<file path="config.mk">
export PLATFORM = sky130hd
export DESIGN_NAME = spi_regframe_ctrl
export DESIGN_NICKNAME = d
export VERILOG_FILES = /design/src/rtl/spi_rf_pkg.sv /design/src/rtl/spi_rf_sync.sv /design/src/rtl/spi_rf_frame.sv /design/src/rtl/spi_rf_ie.sv /design/src/rtl/spi_regframe_ctrl.sv
export SDC_FILE = /design/constraint.sdc
export NUM_CORES = 1
export LEC_CHECK = 0
export BUFFER_PORTS_ARGS = -buffer_cell sky130_fd_sc_hd__buf_2
export CAP_MARGIN = 20
export CORE_MARGIN = 5
export CORE_UTILIZATION = 55
export DETAILED_ROUTE_END_ITERATION = 7
export PLACE_DENSITY_LB_ADDON = 0.25
export SYNTH_ARGS = -nofsm -noshare
export SYNTH_HDL_FRONTEND = slang
export SYNTH_SLANG_ARGS = --single-unit
</file>
<file path="constraint.sdc">
create_clock -name clk -period 3.99 [get_ports clk]
set_input_delay 0.798 -clock clk [delete_from_list [all_inputs] [get_ports clk]]
set_output_delay 0.798 -clock clk [all_outputs]
set_load 0.005 [all_outputs]
</file>
<file path="src/rtl/spi_rf_pkg.sv">
package spi_rf_pkg;
  localparam int FRAME_W  = 16;
  localparam int DATA_W   = 12;
  localparam int HDR_W    = 4;
  localparam int RSVD_BIT = 2;
  localparam int SPIF_BIT = 8;
  localparam logic [1:0] IE_ADDR = 2'b01;

  localparam logic [2:0] MODE_STARTUP = 3'd0;
  localparam logic [2:0] MODE_RESTART = 3'd1;
  localparam logic [2:0] MODE_NORMAL  = 3'd2;
  localparam logic [2:0] MODE_STANDBY = 3'd3;

  function automatic logic mode_writable(input logic [2:0] m);
    return (m == MODE_NORMAL) || (m == MODE_STANDBY);
  endfunction

  function automatic logic mode_resets(input logic [2:0] m);
    return (m == MODE_STARTUP) || (m == MODE_RESTART);
  endfunction

  function automatic logic [DATA_W-1:0] clean_ie(input logic [DATA_W-1:0] d);
    logic [DATA_W-1:0] r;
    r = d;
    r[RSVD_BIT] = 1'b0;
    return r;
  endfunction
endpackage

</file>
<file path="src/rtl/spi_rf_sync.sv">
module spi_rf_sync #(
  parameter int N = 3,
  parameter int STAGES = 2,
  parameter logic [N-1:0] RST_VAL = '0
) (
  input  logic         clk,
  input  logic         rst_n,
  input  logic [N-1:0] d,
  output logic [N-1:0] q
);
  logic [N-1:0] stg [STAGES];

  always_ff @(posedge clk or negedge rst_n) begin
    if (!rst_n) begin
      for (int i = 0; i < STAGES; i++) stg[i] <= RST_VAL;
    end else begin
      stg[0] <= d;
      for (int i = 1; i < STAGES; i++) stg[i] <= stg[i-1];
    end
  end

  assign q = stg[STAGES-1];
endmodule

</file>
<file path="src/rtl/spi_rf_frame.sv">
module spi_rf_frame
  import spi_rf_pkg::*;
#(
  parameter int FRAME_BITS = FRAME_W,
  parameter int DATA_BITS  = DATA_W,
  parameter int HDR_BITS   = HDR_W
) (
  input  logic                 clk,
  input  logic                 rst_n,
  input  logic                 sclk_s,
  input  logic                 csn_s,
  input  logic                 mosi_s,
  input  logic [DATA_BITS-1:0] rd_data,
  output logic [1:0]           hdr_addr,
  output logic                 hdr_rrs,
  output logic                 frame_done,
  output logic                 len_ok,
  output logic [1:0]           wr_addr,
  output logic                 wr_ro,
  output logic [DATA_BITS-1:0] wr_data,
  output logic                 miso_data,
  output logic                 frame_active
);
  localparam int CW = $clog2(FRAME_BITS + 2);
  localparam logic [CW-1:0] CNT_MAX  = '1;
  localparam logic [CW-1:0] CNT_HDR  = CW'(HDR_BITS - 1);
  localparam logic [CW-1:0] CNT_DATA = CW'(HDR_BITS);
  localparam logic [CW-1:0] CNT_FULL = CW'(FRAME_BITS);

  logic sclk_d, csn_d;
  logic [FRAME_BITS-1:0] rx_q;
  logic [CW-1:0] cnt_q;
  logic [DATA_BITS-1:0] tx_q;
  logic active_q, miso_q;

  wire sclk_rise = sclk_s & ~sclk_d;
  wire sclk_fall = ~sclk_s & sclk_d;
  wire cs_start  = ~csn_s & csn_d;
  wire cs_end    = csn_s & ~csn_d;

  wire [FRAME_BITS-1:0] rx_next = {rx_q[FRAME_BITS-2:0], mosi_s};
  wire hdr_stb  = active_q & sclk_rise & (cnt_q == CNT_HDR);
  wire tx_phase = (cnt_q >= CNT_DATA) && (cnt_q < CNT_FULL);

  assign hdr_addr = rx_next[3:2];
  assign hdr_rrs  = rx_next[1];

  always_ff @(posedge clk or negedge rst_n) begin
    if (!rst_n) begin
      sclk_d <= 1'b0;
      csn_d  <= 1'b1;
    end else begin
      sclk_d <= sclk_s;
      csn_d  <= csn_s;
    end
  end

  always_ff @(posedge clk or negedge rst_n) begin
    if (!rst_n) begin
      rx_q     <= '0;
      cnt_q    <= '0;
      tx_q     <= '0;
      active_q <= 1'b0;
      miso_q   <= 1'b0;
    end else if (cs_start) begin
      cnt_q    <= '0;
      active_q <= 1'b1;
      miso_q   <= 1'b0;
      tx_q     <= '0;
    end else if (cs_end) begin
      active_q <= 1'b0;
      miso_q   <= 1'b0;
    end else if (active_q) begin
      if (sclk_rise) begin
        rx_q <= rx_next;
        if (cnt_q != CNT_MAX) cnt_q <= cnt_q + 1'b1;
        if (hdr_stb) tx_q <= rd_data;
      end else if (sclk_fall && tx_phase) begin
        miso_q <= tx_q[DATA_BITS-1];
        tx_q   <= {tx_q[DATA_BITS-2:0], 1'b0};
      end
    end
  end

  always_ff @(posedge clk or negedge rst_n) begin
    if (!rst_n) begin
      frame_done <= 1'b0;
      len_ok     <= 1'b0;
      wr_addr    <= '0;
      wr_ro      <= 1'b0;
      wr_data    <= '0;
    end else begin
      frame_done <= cs_end & active_q;
      if (cs_end && active_q) begin
        len_ok  <= (cnt_q == CNT_FULL);
        wr_addr <= rx_q[FRAME_BITS-1 -: 2];
        wr_ro   <= rx_q[DATA_BITS];
        wr_data <= rx_q[DATA_BITS-1:0];
      end
    end
  end

  assign miso_data    = miso_q;
  assign frame_active = active_q;
endmodule

</file>
<file path="src/rtl/spi_rf_ie.sv">
module spi_rf_ie
  import spi_rf_pkg::*;
#(
  parameter int DATA_BITS = DATA_W
) (
  input  logic                 clk,
  input  logic                 rst_n,
  input  logic                 frame_done,
  input  logic                 len_ok,
  input  logic [1:0]           wr_addr,
  input  logic                 wr_ro,
  input  logic [DATA_BITS-1:0] wr_data,
  input  logic [2:0]           op_mode,
  output logic [DATA_BITS-1:0] ie_q,
  output logic                 wr_done,
  output logic                 fail_irq,
  output logic                 rst_req
);
  wire write_ok = len_ok && (wr_addr == IE_ADDR) && !wr_ro && mode_writable(op_mode);

  always_ff @(posedge clk or negedge rst_n) begin
    if (!rst_n) begin
      ie_q     <= '0;
      wr_done  <= 1'b0;
      fail_irq <= 1'b0;
      rst_req  <= 1'b0;
    end else begin
      wr_done  <= 1'b0;
      fail_irq <= 1'b0;
      rst_req  <= 1'b0;
      if (frame_done) begin
        if (len_ok) begin
          if (write_ok) begin
            ie_q    <= clean_ie(wr_data);
            wr_done <= 1'b1;
          end
        end else if (mode_resets(op_mode)) begin
          rst_req <= 1'b1;
        end else if (ie_q[SPIF_BIT]) begin
          fail_irq <= 1'b1;
        end
      end
    end
  end
endmodule

</file>
<file path="src/rtl/spi_regframe_ctrl.sv">
module spi_regframe_ctrl
  import spi_rf_pkg::*;
#(
  parameter int SYNC_STAGES = 2
) (
  input  logic              clk,
  input  logic              rst_n,
  input  logic              spi_sclk,
  input  logic              spi_csn,
  input  logic              spi_mosi,
  input  logic [2:0]        op_mode,
  input  logic [DATA_W-1:0] ie_fb,
  output logic              miso_data,
  output logic              miso_en,
  output logic [DATA_W-1:0] ie_reg,
  output logic              wr_done,
  output logic              spi_fail_irq,
  output logic              spi_rst_req
);
  logic [2:0] pins_s;
  logic sclk_s, csn_s, mosi_s;
  logic [1:0] hdr_addr, wr_addr;
  logic hdr_rrs, wr_ro;
  logic [DATA_W-1:0] wr_data, rd_data;
  logic frame_done, len_ok;

  spi_rf_sync #(.N(3), .STAGES(SYNC_STAGES), .RST_VAL(3'b010)) u_sync (
    .clk(clk), .rst_n(rst_n),
    .d({spi_sclk, spi_csn, spi_mosi}), .q(pins_s)
  );
  assign {sclk_s, csn_s, mosi_s} = pins_s;

  always_comb begin
    if (hdr_addr != IE_ADDR) rd_data = '0;
    else if (hdr_rrs)        rd_data = ie_reg;
    else                     rd_data = ie_fb;
  end

  spi_rf_frame u_frame (
    .clk(clk), .rst_n(rst_n),
    .sclk_s(sclk_s), .csn_s(csn_s), .mosi_s(mosi_s),
    .rd_data(rd_data),
    .hdr_addr(hdr_addr), .hdr_rrs(hdr_rrs),
    .frame_done(frame_done), .len_ok(len_ok),
    .wr_addr(wr_addr), .wr_ro(wr_ro), .wr_data(wr_data),
    .miso_data(miso_data), .frame_active(miso_en)
  );

  spi_rf_ie u_ie (
    .clk(clk), .rst_n(rst_n),
    .frame_done(frame_done), .len_ok(len_ok),
    .wr_addr(wr_addr), .wr_ro(wr_ro), .wr_data(wr_data),
    .op_mode(op_mode),
    .ie_q(ie_reg), .wr_done(wr_done),
    .fail_irq(spi_fail_irq), .rst_req(spi_rst_req)
  );
endmodule

</file>
Yosys cells after proc, flatten, opt, wreduce, memory -nomap -nowiden
Cells that the tools add are included.
W data, S select, Z words.
Cells by class
  $add $sub $neg: 1
  order comparisons: 2
  eq/ne operators: 11
  mux-type cells: 30
  bitwise logic cells: 13
  reduce and logical (&&, ||, !) cells: 22
Operators by type and width (count)
  $mux W12: 8
  $mux W5: 5
  $mux W1: 17
  $reduce_and A4 Y1: 3
  $reduce_bool A3 Y1: 3
  $reduce_bool A2 Y1: 4
  $and A1 B1 Y1: 7
  $eq A3 B2 Y1 const B: 2
  $logic_and A1 B1 Y1: 6
  $ne A3 B3 Y1 const B: 2
  $not A1 Y1: 6
  $reduce_and A3 Y1: 2
  $add A5 B1 Y5 const B: 1
  $eq A5 B2 Y1 const B: 1
  $eq A5 B5 Y1 const B: 1
  $ge A5 B3 Y1 const B: 1
  $lt A5 B5 Y1 const B: 1
  $ne A5 B5 Y1 const B: 1
  $ne A2 B1 Y1 const B: 2
  $eq A3 B1 Y1 const B: 1
  $logic_not A3 Y1: 1
  $eq A2 B1 Y1 const B: 1
  $logic_or A1 B1 Y1: 2
  $logic_not A1 Y1: 1
Word-level totals
  flip-flop bits (word level): 74
  input bits: 20
  output and inout port bits: 17
  word-level logic and storage cells: 97

Longest topological paths before layout
Gate-level depths: netlist of run 1.
  depth in word-level cells: 9
  gate-level depth with buffers: 7
  mapped depth without buffers: 7

By module
A second synthesis of run 1 with hierarchy kept.
Unflattened totals
  cells, all modules: 250
  area, all modules: 3310.7 sq um
By module, submodules not included
  spi_rf_frame: instances 1, cells an instance 180, area each 2403.6 sq um, seq. area each 1352.5 sq um
  spi_rf_ie: instances 1, cells an instance 34, area each 544.3 sq um, seq. area each 350.3 sq um
  spi_regframe_ctrl: instances 1, cells an instance 27, area each 187.7 sq um, seq. area each 0.0 sq um
  spi_rf_sync: instances 1, cells an instance 9, area each 175.2 sq um, seq. area each 152.6 sq um

Worst setup path after synthesis of run 1
Ideal clock, no wire load.
  path type: input-to-reg
  from: input port op_mode[2]
  to: register u_ie.ie_q[10]
  setup time: 0.125 ns
  arrival: 1.846 ns
  data required time: 3.865 ns
  path slack: 2.019 ns
  stages: 4
  buffers on the path: 1
  cell sequence: nand4bb_1 nor3_1 buf_2 mux2_2
Between the ends
  longest elaborated chain between the ends: 4
  elaborated cells on any way between the ends: 5
  those cells by class: eq/ne: 2; reduce/logical: 3
RTL lines
  start: declaration: line spi_regframe_ctrl.sv:11  | input logic [2:0] op_mode,
  $eq A3 B2 Y1: line spi_rf_pkg.sv:15  | return (m == MODE_NORMAL) || (m == MODE_STANDBY);
  $logic_or A1 B1 Y1 *: line spi_rf_pkg.sv:15
  $logic_and A1 B1 Y1 *: line spi_rf_ie.sv:19  | wire write_ok = len_ok && (wr_addr == IE_ADDR) && !wr_ro && mode_writable(op_mode);
  $reduce_and A3 Y1 (no source line) *
  end signal: assignment: line spi_rf_ie.sv:34  | ie_q <= clean_ie(wr_data);
  end: declaration: line spi_rf_ie.sv:14  | output logic [DATA_BITS-1:0] ie_q,
Every way passes the cells marked *; elsewhere a longest branch is shown, timed or not.
A chain may end at the register's enable or synchronous reset.

Worst setup path in the final report of run 1
  from: register u_frame.csn_d
  to: register u_frame.tx_q[7]
Between the ends
  elaborated cells on any way between the ends: 9
  those cells by class: eq/ne: 2; mux: 1; bitwise: 3; reduce/logical: 3
RTL lines
  start: declaration: line spi_rf_frame.sv:30  | logic sclk_d, csn_d;
  start signal: assignment: line spi_rf_frame.sv:54  | csn_d <= csn_s;
  $and A1 B1 Y1 *: line spi_rf_frame.sv:38  | wire cs_start = ~csn_s & csn_d;
  net u_frame.cs_start: line spi_rf_frame.sv:38
  $ne A3 B3 Y1 (no source line) (tied with other cells)
  $reduce_and A4 Y1 (no source line)
  end signal: assignment: line spi_rf_frame.sv:77  | if (hdr_stb) tx_q <= rd_data;
  end signal: assignment: line spi_rf_frame.sv:80  | tx_q <= {tx_q[DATA_BITS-2:0], 1'b0};
  end: declaration: line spi_rf_frame.sv:33  | logic [DATA_BITS-1:0] tx_q;
The timed path passes the listed nets; every way through them passes the cells marked *.

==> qor.yml, run 1 <==
yosys:
  synth_top_area_cell: "dfrtp_1"
  ys_seq_area_share_pct: 58.52
  yosysTopAreaCellShare_pct: 56.00
  ys_ff_latch: 73
  synth_warnings: 0
  synth_area_sq_mm: 0.003128
  syn-instance-count: 223
  synth_area_per_cell_sq_um: 14.03
  synthDistinctLibCells: 32
  synth_fp_nets: 248
  synth_area_leaders: "dfrtp_1 (56%), mux2_2 (19%), mux2i_1 (4.2%), o2bb2ai_1 (3.1%), dfstp_2 (2.5%)"
drt:
  drt_pre_antenna_iters: 4
  first_iter_violations: 71
  ant_nets: 0
  vias: 1862
  routed_wl_mm: 5.345
  routedWlPerCell_um: 15.96
  drc: 0
  viasPerCell: 5.558
timing:
  whs_ps: 351.2
  max_freq_mhz: 415.2
  rsz0062_at_grt: "no"
  tightest_slew_ps: 830.3
  slew_viol_final: 0
  skew_ps: 6.051
  setup_viol: 0
  final-hold-violation-count: 0
  tns_ps: 0
  finalCritPeriodShare_pct: 60.36
  min_period_ps: 2409
  slew_headroom_pct: 44.49
floorplanning:
  row_count: 27
  start_util_pct: 56.81
  die_w_um: 85.42
  core_sq_mm: 0.005507
  boundaryPins: 37
  die_y_um: 85.42
  dieArea_sq_mm: 0.007296
cells_and_area:
  nNetsFinal: 285
  final_cells: 335
  fill_cells: 424
  drive_gt1_share_pct: 41.83
  syn_to_final_growth_pct: 12.64
  n_antenna_cell: 0
worst_setup_path:
  crit_chain: "ha_1, inv_1, o21a_1, a311oi_4, mux2_2"
  cp_slowest_stage_delay_ps: 670
  crit_family: "compound AO/OA/AOI/OAI gates"
  path_max_fanout: 12
  crit_path_start_kind: "register"
  path_buf_inv: 1
  crit_arrival_ps: 2640
  critPathCaptureType: "register"
  required_ps: 4220
  critPathKind: "register to register"
  cpMaxStageDelayCell: "a311oi_4"
global_route:
  met3_usage_pct: 4.951
  top_usage_layer: "met2"
  met1_usage_pct: 22.19
  grt_max_degree: 50
  use_met2_pct: 25.71
  antenna_found_initial: 0
  track_usage_pct: 17.01
  overflow: 0
  grt_pass1_wl_mm: 9.508
  grt_pass1_vias: 1925
clock_network:
  cts_buffer_depth: 2
  ctsResizeCount: 0
  clk_latency_ps: 340
  cts.sinks: 73
  postCtsHoldBufs: 0
  cts.clk_slew.worst_paths_ps: 70
  cts.htree.levels: 3
  cts_buffers: 9
  cts_tree: "yes"
  postCtsSetupRepairBufs: 0
  cts-root-buf: "clkbuf_8"
pwr:
  power_w: 0.001500
  power_density_mw_per_mm2: 425.8
  ir_drop_v: 0.0002125
  leakagePower_nw: 1.781
placed_design:
  port_buffers: 34
  globalplace.congestion: 0.7942
  dp_cells: 321
  place.detailed.hpwl_mm: 3.660
worst_hold_path:
  hp-class: "register to register"
flow_run:
  drv_cap: 0
outcome:
  status: "completed"
==> cell usage in the layout (no fill, tap or decap), drive strengths merged, types with 5 or more instances in the layout <==
| cell type | instances |
|---|---|
| mux2i | 13 |
| nor2 | 9 |
| mux2 | 54 |
| ha | 5 |
| nand2 | 9 |
| o2bb2ai | 11 |
| o21ai | 6 |
| buf | 36 |
| clkbuf | 11 |
| inv | 7 |
| dfrtp | 70 |
==> per-stage QoR <==
stage | util (%) | area, sq um | setup slack [ps]
after floorplan | - | 3128 | 2019
after global placement | 60.65 | 3339 | 1612
after detailed placement | 60.65 | 3339 | 1574
after CTS | 63.99 | 3523 | 1568
after global routing | 63.99 | 3523 | 1431
final | 63.99 | 3523 | 1582
==> layer usage <==
metal,routed length (um),share of wire (%)
met2,2586,48
met1,2320,43
met5,0,0
met4,129,2.4
met3,308,5.8
==> synth_stat cells (all sizes together) <==
library cell,number
conb,1
nand2b,1
mux2i,13
a22oi,1
or3b,1
a311oi,1
ha,5
o21a,1
clkbuf,3
o211ai,2
nor4bb,2
a22o,1
dfrtp,70
nor4b,2
mux2,54
nor3,2
nand2,9
inv,7
o21ai,6
nand4,2
nand4bb,2
nor2b,1
dfstp,3
and3,1
a21o,1
nor2,9
o2bb2ai,11
nand3,4
buf,7
==> power by group <==
| part | switching (W) | leakage, nW | internal (W) |
|---|---|---|---|
| Combinational | 0.0000594 | 0.698 | 0.0000704 |
| Sequential | 0.0000438 | 0.992 | 0.000773 |
| Clock | 0.000256 | 0.0913 | 0.000298 |
==> flip-flops by register name, summed over array words and instances, names as in the netlist, 2 cells and up <==
name,flops
u_frame.wr_data,11
u_frame.cnt_q,5
u_sync.stg,3
u_frame.rx_q,16
u_sync.q,3
u_frame.wr_addr,2
u_ie.ie_q,11
u_frame.tx_q,12
==> cells by family (layout without fill, tap and decap cells) <==
kind of cell | Yosys count | count (layout) | share of synthesized area, %
compound gates | 24 | 24 | 6.360
fa+ha+maj | 5 | 5 | 2.000
buf+inv | 17 | 57 | 2.880
flops | 73 | 73 | 58.52
mux | 67 | 67 | 23.60
other cells | 1 | 1 | 0.1199
simple gates | 36 | 36 | 6.520
==> final timing paths <==
check	from	to	slack [ps]	depth (start not counted)
worst max-delay path	u_frame.csn_d	u_frame.tx_q[7]	1580	5
worst min-delay path	u_sync.stg[5]	u_sync.q[2]	350	0
worst max register to register	u_frame.csn_d	u_frame.tx_q[7]	1580	5
worst min register to register	u_sync.stg[5]	u_sync.q[2]	350	0
max in group asynchronous	rst_n	u_frame.cnt_q[1]	2570	2
min in group asynchronous	rst_n	u_frame.rx_q[0]	430	1
==> area by class of cell <==
type	count	area [sq um]	share of cell area, %
inverters	7	26.28	0.7457
well taps	72	90.09	2.557
clock inverters	3	42.54	1.207
repair buffers	36	185.2	5.256
flip-flops and latches	73	1831	51.95
multi-input cells	133	1207	34.27
clock buffers	11	141.4	4.013
(Power assumes the default switching activity.)
==> run 2: changes to the inputs <==
==> constraint.sdc (replaced) <==
create_clock -name clk -period 2.25 [get_ports clk]
set_input_delay 0.45 -clock clk [delete_from_list [all_inputs] [get_ports clk]]
set_output_delay 0.45 -clock clk [all_outputs]
set_load 0.005 [all_outputs]
==> qor.yml, run 2 (synthesized netlist as in run 1, its figures left out) <==
placed_design:
  globalplace.congestion: 0.7710  # -2.9%
  place.detailed.hpwl_mm: 3.778  # +3.2%
  port_buffers: 34  # unchanged
clock_network:
  clk_latency_ps: 340  # about the same
  cts.clk_slew.worst_paths_ps: 70  # about the same
  cts-root-buf: "clkbuf_8"
  postCtsSetupRepairBufs: 0  # unchanged
  postCtsHoldBufs: 0  # unchanged
  cts_buffers: 9  # unchanged
  cts_tree: "yes"
  cts_buffer_depth: 2  # unchanged
  cts.htree.levels: 3  # unchanged
  cts.sinks: 73  # unchanged
  ctsResizeCount: 0  # unchanged
timing:
  min_period_ps: 2028  # -380.8 ps
  rsz0062_at_grt: "no"
  slew_viol_final: 0  # unchanged
  final-hold-violation-count: 0  # unchanged
  tns_ps: 0  # unchanged
  slew_headroom_pct: 42.32  # -2.2 points
  setup_viol: 0  # unchanged
  tightest_slew_ps: 862.0  # +31.71 ps
  skew_ps: 6.256  # +0.2056 ps
  max_freq_mhz: 493.2  # +19%
  finalCritPeriodShare_pct: 90.12  # +30 points
drt:
  routed_wl_mm: 5.563  # +4.1%
  drc: 0  # unchanged
  drt_pre_antenna_iters: 4  # unchanged
  viasPerCell: 5.429  # -2.3%
  first_iter_violations: 83  # +17%
  vias: 1862  # unchanged
  ant_nets: 0  # unchanged
  routedWlPerCell_um: 16.22  # +1.7%
cells_and_area:
  syn_to_final_growth_pct: 14.60
  utilization_pct: 65.10  # +1.1 points
  drive_gt1_share_pct: 43.17  # +1.3 points
  nNetsFinal: 291  # +2.1%
  reg_top3: "u_frame.rx_q x16, u_frame.tx_q x12"
  largest_reg_flops: 16  # unchanged
  n_antenna_cell: 0  # unchanged
  regMostFlops: "u_frame.rx_q"
  layout_commonest_cell: "dfrtp_1"
  layout_common_cells: "dfrtp_1 (70), mux2_2 (54), buf_2 (34)"
worst_setup_path:
  reg2reg_depth: 6  # +1
  crit_chain: "ha_1, inv_1, o21a_1, a311oi_4, buf_4, mux2_2"
  cpMaxStageDelayCell: "dfstp_2"
  path_buf_inv: 2  # +1
  required_ps: 2470  # -1750 ps
  cp.depth: 6  # +1
  crit_family: "flip-flops"
  path_max_fanout: 12  # unchanged
  r2r-end: "u_frame.tx_q[8]"
  crit_path_start_kind: "register"
  crit_arrival_ps: 2250  # -390 ps
  cp_slowest_stage_delay_ps: 530  # -140 ps
  crit_path_end: "u_frame.tx_q[8]"
  critPathCaptureType: "register"
  reg2reg_slack_ps: 220  # -1360 ps
  startpoint: "u_frame.csn_d"
  critPathKind: "register to register"
  r2r-start: "u_frame.csn_d"
floorplanning:
  start_util_pct: 56.81  # unchanged
  row_count: 27  # unchanged
  die_y_um: 85.42  # unchanged
  die_w_um: 85.42  # unchanged
  boundaryPins: 37  # unchanged
  core_sq_mm: 0.005507  # unchanged
  dieArea_sq_mm: 0.007296  # unchanged
pwr:
  leakagePower_nw: 1.816  # +2.0%
  ir_drop_v: 0.0004145  # +95%
  power_density_mw_per_mm2: 744.8  # +75%
worst_hold_path:
  hp-class: "input port to asynchronous set/reset pin"
global_route:
  overflow: 0  # unchanged
  grt_pass1_wl_mm: 9.418  # -0.95%
  track_usage_pct: 16.72  # -0.29 points
  grt_pass1_vias: 1928  # +0.16%
  antenna_found_initial: 0  # unchanged
  grt_max_degree: 74  # +48%
outcome:
  status: "completed"
flow_run:
  drv_cap: 0  # unchanged
## run 2: through the flow
| stage | hold WS, ps | total power [W] | instance area, sq um | cells | worst slack [ps] |
|---|---|---|---|---|---|
| floorplan | 154.4 | 0.001627 | 3128 | 223 | 282.8 |
| global placement | 334.3 | 0.001714 | 3397 | 327 | 280.2 |
| detailed placement | 338.7 | 0.001728 | 3397 | 327 | 223.6 |
| CTS | 146.4 | 0.002699 | 3585 | 343 | 211.8 |
| global route | 170.4 | 0.002791 | 3585 | 343 | 109.1 |
| finish | 134.2 | 0.002670 | 3585 | 343 | 222.3 |
## run 2: area by class of cell
cell class,instances,area [sq um]
Multi-Input combinational cell,133,1207
Inverter,7,26.28
Tap cell,72,90.09
Clock buffer,11,131.4
Sequential cell,73,1831
Timing Repair Buffer,42,242.7
Clock inverter,5,56.30
Fill cell,435,1922
## run 2: power breakdown
group	switching (W)	internal [W]	leakage [nW]
combinational	0.000110	0.000134	0.731
sequential	0.0000835	0.00137	0.992
clock	0.000462	0.000511	0.0933
## run 2: worst min path at each step
stage	from	end	slack (ps)	cells past startpoint
CTS	rst_n	u_frame.tx_q[2]	150	2
global placement	u_sync.stg[3]	u_sync.q[0]	330	0
detailed placement	u_sync.stg[5]	u_sync.q[2]	340	0
finish	rst_n	u_ie.ie_q[1]	130	2
floorplan	rst_n	u_frame.cnt_q[0]	150	0
global route	rst_n	u_ie.ie_q[1]	170	2
## run 2: worst reg2reg max path, delay by kind of cell (launching register included)
kind	cells	cell delay (ps)
flops	1	530
mux	1	360
fa+ha+maj	1	230
compound gates	2	390
buf+inv	2	390
## run 2: layer usage
| metal | share of wire [%] | wire length (um) | GRT usage (%) |
|---|---|---|---|
| met1 | 45 | 2522 | 21.76 |
| met2 | 49 | 2708 | 26.91 |
| met3 | 4.5 | 249 | 3.107 |
| met4 | 1.5 | 83 | 8.201 |
| met5 | 0 | 0 | 0 |
==> run 3: changes to the inputs <==
--- a/config.mk
+++ b/config.mk
@@ -13,4 +13,5 @@
 export PLACE_DENSITY_LB_ADDON = 0.25
 export SYNTH_ARGS = -nofsm -noshare
 export SYNTH_HDL_FRONTEND = slang
+export SYNTH_HIERARCHICAL = 1
 export SYNTH_SLANG_ARGS = --single-unit
==> qor.yml, run 3 <==
outcome:
  status: "completed"
pwr:
  power_density_mw_per_mm2: 804.3  # +8.0%
  ir_drop_v: 0.0005473  # +32%
  leakagePower_nw: 1.809  # -0.36%
yosys:
  synth_area_sq_mm: 0.003274  # +4.7%
  synth_warnings: 6  # +6
  syn-instance-count: 248  # +11%
  synth_area_per_cell_sq_um: 13.20  # -5.9%
  synth_fp_nets: 274  # +10%
cells_and_area:
  multi_input_area_sq_mm: 0.001294  # +7.2%
  reg_top3: "u_frame/rx_q x16, u_frame/tx_q x12"
  post-route-cell-area_sq_mm: 0.003674  # +2.5%
  layout_commonest_cell: "dfrtp_1"
  layout_common_cells: "dfrtp_1 (70), mux2_2 (42), buf_2 (34)"
  n_antenna_cell: 0  # unchanged
  largest_reg_flops: 16  # unchanged
  regMostFlops: "u_frame/rx_q"
  final_cells: 362  # +5.5%
  drive_gt1_share_pct: 38.33  # -4.8 points
  nNetsFinal: 308  # +5.8%
  fill_cells: 464  # +6.7%
  syn_to_final_growth_pct: 12.19
  seq_area_sq_mm: 0.001831  # unchanged
clock_network:
  postCtsHoldBufs: 0  # unchanged
  cts.sinks: 73  # unchanged
  cts.htree.levels: 3  # unchanged
  postCtsSetupRepairBufs: 0  # unchanged
  ctsResizeCount: 0  # unchanged
  cts-root-buf: "clkbuf_8"
  clk_latency_ps: 350  # about the same
  cts_buffers: 9  # unchanged
  cts_buffer_depth: 2  # unchanged
  cts_tree: "yes"
  cts.clk_slew.worst_paths_ps: 80  # about the same
floorplanning:
  dieArea_sq_mm: 0.007597  # +4.1%
  row_count: 28  # +3.7%
  boundaryPins: 37  # unchanged
  die_y_um: 87.16  # +2.0%
  die_w_um: 87.16  # +2.0%
  start_util_pct: 55.97  # -0.84 points
  core_sq_mm: 0.005851  # +6.2%
drt:
  viasPerCell: 5.331  # -1.8%
  routed_wl_mm: 5.899  # +6.0%
  ant_nets: 0  # unchanged
  drt_pre_antenna_iters: 4  # unchanged
  first_iter_violations: 98  # +18%
  vias: 1930  # +3.7%
  routedWlPerCell_um: 16.30  # +0.47%
  drc: 0  # unchanged
timing:
  tns_ps: 0  # unchanged
  rsz0062_at_grt: "no"
  slew_headroom_pct: 47.83  # +5.5 points
  setup_viol: 0  # unchanged
  min_period_ps: 2059  # +30.85 ps
  finalCritPeriodShare_pct: 91.49  # +1.4 points
  whs_ps: 15.59  # -118.6 ps
  final-hold-violation-count: 0  # unchanged
  slew_viol_final: 0  # unchanged
  skew_ps: 10.95  # +4.689 ps
  tightest_slew_ps: 779.7  # -82.34 ps
  max_freq_mhz: 485.8  # -1.5%
worst_setup_path:
  reg2reg_slack_ps: 190  # -30 ps
  crit_path_start_kind: "register"
  r2r-start: "u_frame/cnt_q[0]"
  required_ps: 2520  # +50 ps
  reg2reg_depth: 5  # -1
  critPathKind: "register to register"
  r2r-end: "u_frame/tx_q[2]"
  path_max_fanout: 11  # -1
  crit_arrival_ps: 2330  # +80 ps
  critPathCaptureType: "register"
placed_design:
  globalplace.congestion: 0.8089  # +4.9%
  dp_cells: 346  # +5.8%
  place.detailed.hpwl_mm: 4.056  # +7.4%
  placed_cell_area_sq_mm: 0.003472  # +2.2%
  port_buffers: 34  # unchanged
worst_hold_path:
  hp-class: "input port to asynchronous set/reset pin"
global_route:
  grt_pass1_vias: 1977  # +2.5%
  track_usage_pct: 17.19  # +0.47 points
  grt_pass1_wl_mm: 9.894  # +5.1%
  overflow: 0  # unchanged
  grt_max_degree: 58  # -22%
  antenna_found_initial: 0  # unchanged
flow_run:
  drv_cap: 0  # unchanged
[run 3: cell types whose count changed in the layout (fill, tap and decap cells not counted), moves of 5 or more]
cell	before	now
nor2_1	8	17
nand2b_1	1	6
mux2i_1	13	23
mux2_2	54	42
[run 3: area by class of cell]
cell class / instances / share of cell area, %
flip-flops and latches: 73 / 49.83
multi-input cells: 151 / 35.22
clock inverters: 7 / 2.112
well taps: 75 / 2.554
inverters: 7 / 0.7153
clock buffers: 9 / 3.372
repair buffers: 40 / 6.199
[run 3: where the power goes]
| part | switching [W] | internal [W] |
|---|---|---|
| clock | 0.000509 | 0.000521 |
| combinational | 0.000222 | 0.000202 |
| sequential | 0.000100 | 0.00140 |
[run 3: critical path, cell delays in order (launching register included)]
cell and delay (ps):
dfrtp_1 410, ha_1 230, or4b_4 520, o22ai_1 170, nand3_1 360, o2bb2ai_1 300
[run 3: per-layer routing]
layer	up-vias	global-route usage (%)	part of all wire, %
li1	940	-	-
met1	947	24.64	48
met2	34	24.29	46
met3	9	5.866	4.4
met4	0	6.276	1.5
met5	-	0	0
[run 3: stage by stage]
stage          setup slack, ps  power (W)  util [%]
2_1_floorplan            417.9   0.001851         -
3_3_place_gp             265.4   0.001936     59.35
3_5_place_dp             209.5   0.001956     59.35
4_1_cts                  204.7   0.002988     62.79
5_1_grt                  47.87   0.003114     62.79
6_report                 191.5   0.002955     62.79
[run 3: how the worst max path moves through the flow]
stage                                 from          endpoint  slack (ps)  cells past startpoint
after detailed placement  u_frame/cnt_q[0]   u_frame/tx_q[2]         210                      5
after floorplan           u_frame/cnt_q[0]  u_frame/cnt_q[2]         420                      7
after global placement    u_frame/cnt_q[0]  u_frame/cnt_q[2]         270                      7
after CTS                 u_frame/cnt_q[0]   u_frame/tx_q[2]         200                      5
after global routing      u_frame/cnt_q[0]   u_frame/tx_q[2]          50                      5
final                     u_frame/cnt_q[0]   u_frame/tx_q[2]         190                      5
